[src/rtl/lsh_pkg.sv]
package lsh_pkg;

  typedef enum logic [1:0] {
    PH_IDLE,
    PH_ARM,
    PH_READ,
    PH_WAIT
  } phase_t;

  // Pixels delivered by one line for the selected section arrangement.
  function automatic int unsigned line_pixels(input logic par, input int unsigned total);
    return par ? (total / 2) : total;
  endfunction

  // Rising edges between the terminating edge and the next launch.
  function automatic int unsigned wait_clocks(input int unsigned gap_v, input int unsigned extra_v);
    return ((gap_v == 0) ? 1 : gap_v) + extra_v;
  endfunction

endpackage

[src/rtl/lsh_clkgen.sv]
module lsh_clkgen #(
  parameter int HALF_DIV = 1
) (
  input  logic clk,
  input  logic rst_n,
  output logic sclk,
  output logic rise_evt,
  output logic fall_evt
);

  logic wrap;

  generate
    if (HALF_DIV <= 1) begin : g_nodiv
      assign wrap = 1'b1;
    end else begin : g_div
      localparam int HC_W = $clog2(HALF_DIV);
      localparam logic [HC_W-1:0] HC_LAST = HC_W'(HALF_DIV - 1);
      logic [HC_W-1:0] hc;
      always_ff @(posedge clk or negedge rst_n) begin
        if (!rst_n)             hc <= '0;
        else if (hc == HC_LAST) hc <= '0;
        else                    hc <= hc + HC_W'(1);
      end
      assign wrap = (hc == HC_LAST);
    end
  endgenerate

  // Events mark the system cycle before the sensor clock changes level.
  assign rise_evt = wrap & ~sclk;
  assign fall_evt = wrap & sclk;

  always_ff @(posedge clk or negedge rst_n) begin
    if (!rst_n)    sclk <= 1'b0;
    else if (wrap) sclk <= ~sclk;
  end

endmodule

[src/rtl/lsh_seq.sv]
module lsh_seq
  import lsh_pkg::*;
#(
  parameter int NPIX_TOTAL = 1536,
  parameter int GAP_W      = 8,
  parameter int EXTRA_W    = 16,
  localparam int CNT_W     = $clog2(NPIX_TOTAL + 1),
  localparam int WAIT_W    = ((GAP_W > EXTRA_W) ? GAP_W : EXTRA_W) + 1
) (
  input  logic               clk,
  input  logic               rst_n,
  input  logic               rise_evt,
  input  logic               fall_evt,
  input  logic               run,
  input  logic               par_mode,
  input  logic [GAP_W-1:0]   gap,
  input  logic [EXTRA_W-1:0] extra,
  output logic               si_lvl,
  output logic               line_par,
  output logic [CNT_W-1:0]   cnt,
  output logic               capture_evt,
  output logic               pix_evt,
  output logic               term_evt
);

  phase_t              phase;
  logic [WAIT_W-1:0]   wcnt;
  logic [WAIT_W-1:0]   w_lat;
  logic [CNT_W-1:0]    line_n;
  logic                wait_reached;
  logic                launch_evt;
  logic                park_evt;

  assign line_n       = CNT_W'(line_pixels(line_par, NPIX_TOTAL));
  assign wait_reached = (phase == PH_WAIT) && (wcnt == w_lat);
  assign launch_evt   = fall_evt && run && ((phase == PH_IDLE) || wait_reached);
  assign park_evt     = fall_evt && !run && wait_reached;
  assign capture_evt  = rise_evt && (phase == PH_ARM);
  assign pix_evt      = rise_evt && (phase == PH_READ) && (cnt < line_n);
  assign term_evt     = rise_evt && (phase == PH_READ) && (cnt == line_n);

  always_ff @(posedge clk or negedge rst_n) begin
    if (!rst_n) begin
      phase    <= PH_IDLE;
      cnt      <= '0;
      wcnt     <= '0;
      w_lat    <= WAIT_W'(1);
      line_par <= 1'b0;
      si_lvl   <= 1'b0;
    end else begin
      if (fall_evt) si_lvl <= launch_evt;
      if (launch_evt) begin
        phase    <= PH_ARM;
        line_par <= par_mode;
        w_lat    <= WAIT_W'(wait_clocks(32'(gap), 32'(extra)));
      end else if (park_evt) begin
        phase <= PH_IDLE;
      end else if (capture_evt) begin
        phase <= PH_READ;
        cnt   <= '0;
      end else if (pix_evt) begin
        cnt <= cnt + CNT_W'(1);
      end else if (term_evt) begin
        phase <= PH_WAIT;
        wcnt  <= '0;
      end else if (rise_evt && (phase == PH_WAIT) && !wait_reached) begin
        wcnt <= wcnt + WAIT_W'(1);
      end
    end
  end

endmodule

[src/rtl/lsh_strobe.sv]
module lsh_strobe #(
  parameter int CNT_W = 11,
  parameter int IDX_W = 11
) (
  input  logic             clk,
  input  logic             rst_n,
  input  logic             pix_evt,
  input  logic             capture_evt,
  input  logic             term_evt,
  input  logic [CNT_W-1:0] cnt,
  output logic             pix_valid,
  output logic [IDX_W-1:0] pix_idx,
  output logic             frame_start,
  output logic             frame_end
);

  // Registered so every strobe lines up with the sensor clock going high.
  always_ff @(posedge clk or negedge rst_n) begin
    if (!rst_n) begin
      pix_valid   <= 1'b0;
      pix_idx     <= '0;
      frame_start <= 1'b0;
      frame_end   <= 1'b0;
    end else begin
      pix_valid   <= pix_evt;
      frame_start <= capture_evt;
      frame_end   <= term_evt;
      if (pix_evt) pix_idx <= IDX_W'(cnt);
    end
  end

endmodule

[src/rtl/linesense_host.sv]
module linesense_host #(
  parameter int NPIX_TOTAL = 1536,
  parameter int HALF_DIV   = 1,
  parameter int GAP_W      = 8,
  parameter int EXTRA_W    = 16,
  localparam int IDX_W     = $clog2(NPIX_TOTAL),
  localparam int CNT_W     = $clog2(NPIX_TOTAL + 1)
) (
  input  logic               clk,
  input  logic               rst_n,
  input  logic               run,
  input  logic               par_mode,
  input  logic [GAP_W-1:0]   gap,
  input  logic [EXTRA_W-1:0] extra,
  output logic               sclk,
  output logic               si1,
  output logic               si2,
  output logic               pix_valid,
  output logic [IDX_W-1:0]   pix_idx,
  output logic               frame_start,
  output logic               frame_end
);

  logic             rise_evt;
  logic             fall_evt;
  logic             si_lvl;
  logic             line_par;
  logic [CNT_W-1:0] cnt;
  logic             capture_evt;
  logic             pix_evt;
  logic             term_evt;

  lsh_clkgen #(.HALF_DIV(HALF_DIV)) u_clk (
    .clk      (clk),
    .rst_n    (rst_n),
    .sclk     (sclk),
    .rise_evt (rise_evt),
    .fall_evt (fall_evt)
  );

  lsh_seq #(
    .NPIX_TOTAL (NPIX_TOTAL),
    .GAP_W      (GAP_W),
    .EXTRA_W    (EXTRA_W)
  ) u_seq (
    .clk         (clk),
    .rst_n       (rst_n),
    .rise_evt    (rise_evt),
    .fall_evt    (fall_evt),
    .run         (run),
    .par_mode    (par_mode),
    .gap         (gap),
    .extra       (extra),
    .si_lvl      (si_lvl),
    .line_par    (line_par),
    .cnt         (cnt),
    .capture_evt (capture_evt),
    .pix_evt     (pix_evt),
    .term_evt    (term_evt)
  );

  lsh_strobe #(.CNT_W(CNT_W), .IDX_W(IDX_W)) u_stb (
    .clk         (clk),
    .rst_n       (rst_n),
    .pix_evt     (pix_evt),
    .capture_evt (capture_evt),
    .term_evt    (term_evt),
    .cnt         (cnt),
    .pix_valid   (pix_valid),
    .pix_idx     (pix_idx),
    .frame_start (frame_start),
    .frame_end   (frame_end)
  );

  // Section 2 is started directly only when the sections run side by side.
  assign si1 = si_lvl;
  assign si2 = si_lvl & line_par;

endmodule

[config.mk]
export PLATFORM = sky130hd
export DESIGN_NAME = linesense_host
export DESIGN_NICKNAME = d
export VERILOG_FILES = /design/src/rtl/lsh_pkg.sv /design/src/rtl/lsh_clkgen.sv /design/src/rtl/lsh_seq.sv /design/src/rtl/lsh_strobe.sv /design/src/rtl/linesense_host.sv
export SDC_FILE = /design/constraint.sdc
export NUM_CORES = 1
export LEC_CHECK = 0
export CAP_MARGIN = 15
export CORE_MARGIN = 2
export CORE_UTILIZATION = 45
export CTS_CLUSTER_DIAMETER = 200
export DETAILED_ROUTE_END_ITERATION = 12
export PLACE_DENSITY = 0.67
export SYNTH_ARGS = -nofsm -noshare
export SYNTH_HDL_FRONTEND = slang
export SYNTH_SLANG_ARGS = --single-unit
[constraint.sdc]
create_clock -name clk -period 2.6 [get_ports clk]
set_input_delay 0.26 -clock clk [delete_from_list [all_inputs] [get_ports clk]]
set_output_delay 0.26 -clock clk [all_outputs]
set_load 0.005 [all_outputs]
* Yosys cells after proc, flatten, opt, wreduce, memory -nomap -nowiden
Index checks and enable logic that the tools add are counted.
** Word-level totals
- Register bits :: 64
- Bits of input ports :: 28
- Output and inout port bits :: 17
- Logic and storage cells :: 60
** Cells by class
- $add $sub $neg :: 3
- Magnitude comparators :: 1
- Equal/unequal tests :: 6
- Muxes and demuxes :: 11
- Bitwise logic cells :: 6
- Reduce and logical (&&, ||, !) cells :: 22
** Operators with widths (count)
- $mux 17 :: 2
- $mux 11 :: 3
- $add 17x1->17 const B :: 1
- $add 17x16->17 :: 1
- $eq 17x17->1 :: 1
- $add 11x1->11 const B :: 1
- $eq 11x11->1 :: 1
- $logic_and 1x1->1 :: 11
- $lt 11x11->1 :: 1
- $mux 2 :: 5
- $logic_not 8->1 :: 1
- $mux 8 :: 1
- $not 1->1 :: 5
- $reduce_and 5->1 :: 1
- $eq 2x2->1 const B :: 2
- $ne 4x4->1 const B :: 1
- $reduce_bool 2->1 :: 2
- $reduce_bool 4->1 :: 1
- $reduce_and 3->1 :: 1
- $eq 2x1->1 const B :: 1
- $logic_not 1->1 :: 2
- $logic_not 2->1 :: 1
- $reduce_and 2->1 :: 1
- $and 1x1->1 :: 1
- $logic_or 1x1->1 :: 1

* Logic depth before layout (Yosys ltp)
Gate-level depths: netlist of run 1.
- Depth after elaboration :: 8
- Depth in mapped cells :: 10
- Gate-level depth less buffers :: 10

* Modules after synthesis
From an unflattened synthesis of run 1, not the netlist that was laid out.
** Second synthesis, totals
- Cells, all modules :: 354
- Area total of the unflattened synthesis :: 3738.6 um2
** Modules (own cells, without submodules)
- lsh_seq :: instances 1, cells an instance 324, area each 3173.0 um2, sequential area each 1227.4 um2
- lsh_strobe :: instances 1, cells an instance 26, area each 523.0 um2, sequential area each 350.3 um2
- lsh_clkgen :: instances 1, cells an instance 3, area each 36.3 um2, sequential area each 25.0 um2
- linesense_host :: instances 1, cells an instance 1, area each 6.3 um2, sequential area each 0.0 um2

* Least setup slack after synthesis of run 1
Ideal clock, no wire load.
- Path type :: input port to flip-flop
- From :: in gap[1]
- To :: reg u_seq.w_lat[16]
- Arrival :: 2362 ps
- Path slack :: 113 ps
- Stages :: 10
- Buffers on the path :: 0
- Cell sequence :: nor3_1 a21o_1 ha_1 fa_1 a211oi_1 o21ai_0 a211oi_1 nor2_1 and3_1 mux2_2
** Between the ends
- Word-level cells in the longest chain between the ends :: 3
** Ends and longest elaborated chain
- start: declaration :: RTL line linesense_host.sv:13 : input logic [GAP_W-1:0] gap,
- $logic_not 8->1 :: RTL line lsh_pkg.sv:17 : return ((gap_v == 0) ? 1 : gap_v) + extra_v;
- $mux 8 (*) :: RTL line lsh_pkg.sv:17
- $add 17x16->17 (*) :: RTL line lsh_pkg.sv:17
- end signal: assignment :: RTL line lsh_seq.sv:55 : w_lat <= WAIT_W'(wait_clocks(32'(gap), 32'(extra)));
- end: declaration :: RTL line lsh_seq.sv:28 : logic [WAIT_W-1:0] w_lat;
Every way passes the cells marked *; elsewhere a longest branch is shown, timed or not.
A chain may end at the register's enable or synchronous reset.

* Worst setup path after layout of run 1
- From :: reg u_seq.wcnt[2]
- To :: reg u_seq.w_lat[4]
** Between the ends
- Word-level cells in the longest chain between the ends :: 4
** Ends and longest elaborated chain
- start: declaration :: RTL line lsh_seq.sv:27 : logic [WAIT_W-1:0] wcnt;
- start signal: assignment :: RTL line lsh_seq.sv:67 : wcnt <= wcnt + WAIT_W'(1);
- $eq 17x17->1 :: RTL line lsh_seq.sv:35 : assign wait_reached = (phase == PH_WAIT) && (wcnt == w_lat);
- $logic_and 1x1->1 :: RTL line lsh_seq.sv:35
- $logic_or 1x1->1 :: RTL line lsh_seq.sv:36 : assign launch_evt = fall_evt && run && ((phase == PH_IDLE) || wait_reached);
- $logic_and 1x1->1 :: RTL line lsh_seq.sv:36
Every way passes these cells.

==> results of run 1 <==
critical path, delay by kind of cell (launching register included):
kind	cells	cell delay, ps
simple gates	3	920
buf+inv	1	160
flops	1	440
mux	1	350
compound gates	1	220
xor+xnor	1	200
state kept, by name, indices dropped and copies added, names as in the netlist:
name and cells:
u_stb.frame_start 1, u_seq.si_lvl 1, u_seq.w_lat 17, u_seq.wcnt 17, u_stb.pix_idx 11, u_seq.cnt 11, u_seq.phase 2, u_seq.line_par 1
u_stb.frame_end 1, u_clk.fall_evt 1, u_stb.pix_valid 1
power by group through the flow:
| stage | sequential, mW | combinational, mW | clock, mW |
|---|---|---|---|
| 2_1_floorplan | 1.01 | 0.0813 | 0 |
| 3_3_place_gp | 1.01 | 0.176 | 0 |
| 3_5_place_dp | 1.01 | 0.180 | 0 |
| 4_1_cts | 0.995 | 0.182 | 0.952 |
| 5_1_grt | 0.995 | 0.202 | 0.997 |
| 6_report | 0.995 | 0.180 | 0.929 |
final cells by class:
class | count | area share
clock buffers | 10 | 0.0290
clock inverters | 6 | 0.0190
inverters | 11 | 0.00966
multi-input cells | 269 | 0.413
flip-flops and latches | 64 | 0.364
well taps | 102 | 0.0290
repair buffers | 62 | 0.136
Yosys cell counts, drive strengths merged, types with 2 or more instances:
cell type / instances / area share
inv: 10 / 0.011
and4: 2 / 0.0049
nand2b: 2 / 0.0035
o211ai: 9 / 0.019
nand4: 8 / 0.014
ha: 13 / 0.046
nand2: 47 / 0.050
mux2i: 2 / 0.0057
a21o: 4 / 0.0085
o31ai: 3 / 0.0064
xor2: 27 / 0.067
buf: 6 / 0.018
and3: 9 / 0.016
o21ai: 27 / 0.040
nor2: 20 / 0.021
nor4: 6 / 0.011
nor3: 5 / 0.0071
nand3: 8 / 0.011
and2: 4 / 0.0071
xnor2: 10 / 0.025
or3: 8 / 0.014
mux2: 18 / 0.057
a31oi: 2 / 0.0035
a21oi: 16 / 0.023
or4: 5 / 0.011
dfrtp: 63 / 0.45
clkbuf: 8 / 0.0085
a211oi: 2 / 0.0042
nor2b: 3 / 0.0053
path summary, 6_finish.rpt:
check                                             start                           end  slack (ps)  cells past startpoint
max in group asynchronous                         rst_n    u_seq.w_lat[8]$_DFFE_PN0P_        1970                      2
min in group clk           u_stb.pix_idx[3]$_DFFE_PN0P_  u_stb.pix_idx[3]$_DFFE_PN0P_         470                      2
setup reg to reg              u_seq.wcnt[2]$_DFFE_PN0P_    u_seq.w_lat[4]$_DFFE_PN0P_         170                      7
setup / recovery              u_seq.wcnt[2]$_DFFE_PN0P_    u_seq.w_lat[4]$_DFFE_PN0P_         170                      7
hold reg to reg            u_stb.pix_idx[3]$_DFFE_PN0P_  u_stb.pix_idx[3]$_DFFE_PN0P_         470                      2
hold / removal                                    rst_n     u_seq.wcnt[3]$_DFFE_PN0P_         100                      2
kinds of logic (layout without fill, tap and decap cells):
kind of cell             Yosys count  in the layout  share of synthesized area
AND/OR/NAND/NOR                  129            129                      0.184
AO/OA/AOI/OAI                     69             69                      0.119
adder cells (fa/ha/maj)           14             14                     0.0516
buffers and inverters             25             89                     0.0385
multiplexers                      20             20                     0.0629
flip-flops                        64             64                      0.452
XOR/XNOR                          37             37                     0.0915
per-layer routing:
metal  share of wire  routed length [um]  vias to the layer above  global-route usage
met5               0                   0                        -                   0
met3           0.039                 294                       11              0.0610
met2            0.48                3630                       70               0.305
li1                -                   -                     1382                   -
met1            0.47                3560                     1365               0.252
met4           0.015                 114                        0              0.0699
metrics by stage:
| stage | hold WS (ps) | utilization | area [um^2] | setup slack (ps) | TNS, ps |
|---|---|---|---|---|---|
| 5_1_grt | 145 | 0.573 | 4400 | 101 | 0 |
| 2_1_floorplan | -35.6 | - | 3540 | 113 | 0 |
| 4_1_cts | 118 | 0.569 | 4380 | 6.70 | 0 |
| 6_report | 97.9 | 0.573 | 4400 | 173 | 0 |
| 3_5_place_dp | 462 | 0.541 | 4160 | -469 | -2730 |
| 3_3_place_gp | 457 | 0.541 | 4160 | -385 | -1970 |
what timing repair did:
item,4_1_cts,5_1_grt
pin swaps,0,5
setup endpoints to repair,5,5
hold endpoints to repair,0,0
gates resized for setup,2,10
==> flow_metrics.env, run 1 <==
export IMPL_status="completed"
export IMPL_num_vias=2828
export IMPL_p_leak_nw=2.18
export IMPL_synth_flop_cell="dfrtp_1"
export IMPL_yosysSeqAreaShare=0.452
export IMPL_multiInputGateArea_mm2=0.00182
export IMPL_mostFrequentLayoutCells="dfrtp_1 (63), nand2_1 (47), clkdlybuf4s50_1 (36)"
export IMPL_clkLatencyLatePin_ps=350
export IMPL_cts_root_buffer_cell="clkbuf_8"
export IMPL_p_seq_frac=0.473
export IMPL_portBuffers=44
export IMPL_dp_hpwl_um=5500
export IMPL_holdBufCountCts=0
export IMPL_gp_congestion=0.815
export IMPL_p_int_mw=1.62
export IMPL_ys_ff_latch=64
export IMPL_clock_skew_ps=11.8
export IMPL_drtIter0Drc=207
export IMPL_antenna_found_initial=0
export IMPL_grt_start_max_net_pins=65
export IMPL_setup_violations_final=0
export IMPL_start_util=0.461
export IMPL_fillers=688
export IMPL_dp_cells=508
export IMPL_path_cells="xor2_1, nor4_1, nand4_1, nor2_1, o211a_1, buf_12, mux2_2"
export IMPL_hold_violations=0
export IMPL_async_reset_ff_frac=1.00
export IMPL_slew_headroom=0.450
export IMPL_synth_edf_count=0
export IMPL_slew_violations=0
export IMPL_min_period_over_period=0.934
export IMPL_via_per_inst=5.40
export IMPL_critPathMaxFanout=19
export IMPL_coreArea_mm2=0.00769
export IMPL_areaGrowthSynthToFinish_pct=24.3
export IMPL_grt_pass1_wl_um=13000
export IMPL_power_density_mw_per_mm2=478
export IMPL_power_mw=2.10
export IMPL_holdCritPathClass="primary input to async pin"
export IMPL_cts_tree="yes"
export IMPL_grt_pass1_vias=2787
export IMPL_instances_no_fill=524
export IMPL_drc=0
export IMPL_antenna_diode_count=0
export IMPL_ys_types=43
export IMPL_htree_levels=3
export IMPL_clock_sinks=64
export IMPL_final_common_cell="dfrtp_1"
export IMPL_rows=32
export IMPL_worstPathRequired_ps=2830
export IMPL_clk_pin_slew_worst_paths_ps=70
export IMPL_comb_power_share=0.086
export IMPL_worstSetupStartpointType="flop"
export IMPL_slowest_delay_ps=440
export IMPL_clockBufferDepth=2
export IMPL_ios=45
export IMPL_cp_arrival_ps=2660
export IMPL_min_period_ps=2430
export IMPL_wire_per_inst_um=14.5
export IMPL_vdd_drop_max_v=0.000309
export IMPL_crit_type="flop to flop"
export IMPL_grt_ovfl_total=0
export IMPL_syn_inst=358
export IMPL_p_sw_frac=0.228
export IMPL_cts_setup_buffers=0
export IMPL_clkPwrFrac=0.441
export IMPL_fmax_mhz=412
export IMPL_dr_pass1_iters=5
export IMPL_drive_gt1_frac=0.147
export IMPL_max_cap_viol_count=0
export IMPL_die_y_um=92.7
export IMPL_cp_slowest_cell="dfrtp_1"
export IMPL_rsz0062_at_grt="no"
export IMPL_avgSynthCellArea_um2=9.89
export IMPL_dieArea_mm2=0.00860
export IMPL_num_nets_final=459
export IMPL_syn_area_mm2=0.00354
export IMPL_grt_util_all_layers=0.194
export IMPL_cts_buffers=9
export IMPL_die_x_um=92.7
export IMPL_ant_nets=0
export IMPL_tightest_slew_ps=825
export IMPL_synth_warnings=0
export IMPL_routed_wl_um=7600
export IMPL_regArea_mm2=0.00160
export IMPL_syn_num_nets=400
export IMPL_p_sw_uw=481
export IMPL_cp_end_kind="flop"
Power figures use the tool's default switching activity.
==> run 2, diff against run 1 <==
--- a/config.mk
+++ b/config.mk
@@ -11,6 +11,7 @@
 export CTS_CLUSTER_DIAMETER = 200
 export DETAILED_ROUTE_END_ITERATION = 12
 export PLACE_DENSITY = 0.67
+export SLEW_MARGIN = 20
 export SYNTH_ARGS = -nofsm -noshare
 export SYNTH_HDL_FRONTEND = slang
 export SYNTH_SLANG_ARGS = --single-unit
==> constraint.sdc (replaced) <==
create_clock -name clk -period 2.6 [get_ports clk]
set_input_delay 0.39 -clock clk [delete_from_list [all_inputs] [get_ports clk]]
set_output_delay 0.39 -clock clk [all_outputs]
set_load 0.005 [all_outputs]
==> run 2 against run 1 <==
Die area unchanged. Critical path type is now primary input to flop. Fmax decreased by 3.6%. Clock skew decreased by 2.6 ps.
==> flow_metrics.env, run 2 (synthesized netlist as in run 1, its figures left out) <==
export IMPL_status="completed"
export IMPL_wire_per_inst_um=14.2
export IMPL_top_layer="met4"
export IMPL_ant_nets=0
export IMPL_rsz0062_at_grt="no"
export IMPL_cts_tree="yes"
export IMPL_grt_ovfl_total=0
export IMPL_dieArea_mm2=0.00860
export IMPL_antenna_diode_count=0
export IMPL_fillers=689
export IMPL_crit_type="primary input to flop"
export IMPL_antenna_found_initial=0
export IMPL_drtIter0Drc=182
export IMPL_clockBufferDepth=2
export IMPL_num_vias=2794
export IMPL_routed_wl_um=7500
export IMPL_grt_pass1_wl_um=13100
export IMPL_clk_pin_slew_worst_paths_ps=70
export IMPL_power_density_mw_per_mm2=503
export IMPL_grt_pass1_vias=2755
export IMPL_post_dp_cell_area_mm2=0.00421
export IMPL_setup_tns_ps=0
export IMPL_rows=32
export IMPL_comb_power_share=0.084
export IMPL_gp_congestion=0.849
export IMPL_grt_util_all_layers=0.196
export IMPL_final_common_cell="dfrtp_1"
export IMPL_tightest_slew_ps=507
export IMPL_drive_gt1_frac=0.162
export IMPL_slowest_delay_ps=400
export IMPL_drc=0
export IMPL_min_period_over_period=0.969
export IMPL_portBuffers=44
export IMPL_p_sw_frac=0.218
export IMPL_critPathMaxFanout=4
export IMPL_reg2regPathDepth=7
export IMPL_cts_buffers=9
export IMPL_cts_root_buffer_cell="clkbuf_8"
export IMPL_areaGrowthSynthToFinish_pct=26.4
export IMPL_p_seq_frac=0.442
export IMPL_multiInputGateArea_mm2=0.00183
export IMPL_dr_pass1_iters=4
export IMPL_worstPathRequired_ps=2830
export IMPL_path_cells="clkdlybuf4s50_1, a21o_1, ha_2, fa_2, a211oi_2, o21ai_2, a211oi_2, nor2_1, xor2_1, mux2_4"
export IMPL_p_leak_nw=2.17
export IMPL_top_regs="u_seq.w_lat x17, u_seq.wcnt x17"
export IMPL_met2_length_um=3520
export IMPL_p_sw_uw=492
export IMPL_dp_hpwl_um=5430
export IMPL_die_y_um=92.7
export IMPL_clkPwrFrac=0.475
export IMPL_worstSetupStartpointType="primary input"
export IMPL_regArea_mm2=0.00160
export IMPL_slew_headroom=0.662
export IMPL_stdcell_area_mm2=0.00448
export IMPL_mostFrequentLayoutCells="dfrtp_1 (63), nand2_1 (47), clkdlybuf4s50_1 (36)"
export IMPL_min_period_ps=2520
export IMPL_p_int_mw=1.76
export IMPL_max_cap_viol_count=0
export IMPL_cp_slowest_cell="clkdlybuf4s50_1"
export IMPL_coreArea_mm2=0.00769
export IMPL_die_x_um=92.7
export IMPL_htree_levels=3
export IMPL_finalCoreUtilization=0.582
export IMPL_cp_end_kind="flop"
export IMPL_num_nets_final=464
export IMPL_vdd_drop_max_v=0.000240
export IMPL_slew_violations=0
export IMPL_wirelength_met1_um=3530
export IMPL_via_per_inst=5.28
export IMPL_hold_violations=0
export IMPL_clock_skew_ps=9.21
export IMPL_cp_arrival_ps=2750
export IMPL_power_mw=2.25
export IMPL_worstSetupPathDepth=10
export IMPL_start_util=0.461
export IMPL_clkLatencyLatePin_ps=350
export IMPL_path_buf_inv=1
export IMPL_critPathTopFamily="compound AO/OA/AOI/OAI gates"
export IMPL_ios=45
export IMPL_holdCritPathClass="primary input to async pin"
export IMPL_setup_violations_final=0
export IMPL_grt_start_max_net_pins=65
export IMPL_clock_sinks=64
export IMPL_cts_setup_buffers=0
export IMPL_wl_met3_um=297
export IMPL_fmax_mhz=397
export IMPL_cpMostUsedCell="a211oi_2"
-- run 2: what timing repair did --
action / in CTS / in global routing
pin swaps: 8 / 1
setup endpoints to repair: 5 / 1
hold endpoints to repair: 0 / 0
hold buffers: 0 / 0
resized for setup: 13 / 0
-- run 2: final cells by class --
type,instances,area share
Clock buffer,10,0.0308
Tap cell,102,0.0285
Multi-Input combinational cell,269,0.408
Clock inverter,6,0.0257
Timing Repair Buffer,67,0.140
Inverter,11,0.00951
Sequential cell,64,0.358
-- run 2: worst paths after layout --
kind / endpoint / slack, ps / start
min reg2reg: u_stb.pix_idx[3]$_DFFE_PN0P_ / 470 / u_stb.pix_idx[3]$_DFFE_PN0P_
max reg2reg: u_seq.w_lat[9]$_DFFE_PN0P_ / 230 / u_seq.wcnt[2]$_DFFE_PN0P_
min: u_seq.wcnt[1]$_DFFE_PN0P_ / 50 / rst_n
max in group asynchronous: u_seq.w_lat[0]$_DFFE_PN1P_ / 2250 / rst_n
max: u_seq.w_lat[8]$_DFFE_PN0P_ / 80 / gap[0]
min in group clk: u_stb.pix_idx[3]$_DFFE_PN0P_ / 470 / u_stb.pix_idx[3]$_DFFE_PN0P_
-- run 2: power groups by stage --
stage	Sequential [mW]	Combinational [mW]	Clock, mW
2_1_floorplan	1.01	0.0829	0
4_1_cts	0.995	0.190	1.10
3_3_place_gp	1.01	0.185	0
3_5_place_dp	1.01	0.189	0
6_report	0.995	0.188	1.07
5_1_grt	0.994	0.210	1.15
-- run 2: through the flow --
stage	instances	setup slack, ps	hold WS (ps)
2_1_floorplan	358	79.3	94.4
3_3_place_gp	513	-539	433
3_5_place_dp	513	-623	433
4_1_cts	529	53.8	47.4
5_1_grt	529	24.1	62.0
6_report	529	81.7	51.6
-- run 2: metal layers --
metal | track usage | vias to the layer above
met2 | 0.311 | 67
met3 | 0.0529 | 12
li1 | - | 1399
met1 | 0.256 | 1316
met5 | 0 | -
met4 | 0.0760 | 0
==> run 3, diff against run 2 <==
--- a/config.mk
+++ b/config.mk
@@ -8,6 +8,7 @@
 export CAP_MARGIN = 15
 export CORE_MARGIN = 2
 export CORE_UTILIZATION = 45
+export CTS_BUF_LIST = sky130_fd_sc_hd__clkbuf_2 sky130_fd_sc_hd__clkbuf_4 sky130_fd_sc_hd__clkbuf_8
 export CTS_CLUSTER_DIAMETER = 200
 export DETAILED_ROUTE_END_ITERATION = 12
 export PLACE_DENSITY = 0.67
==> results of run 3 <==
No change in the layout: final DEF, timing and power equal those of run 2.
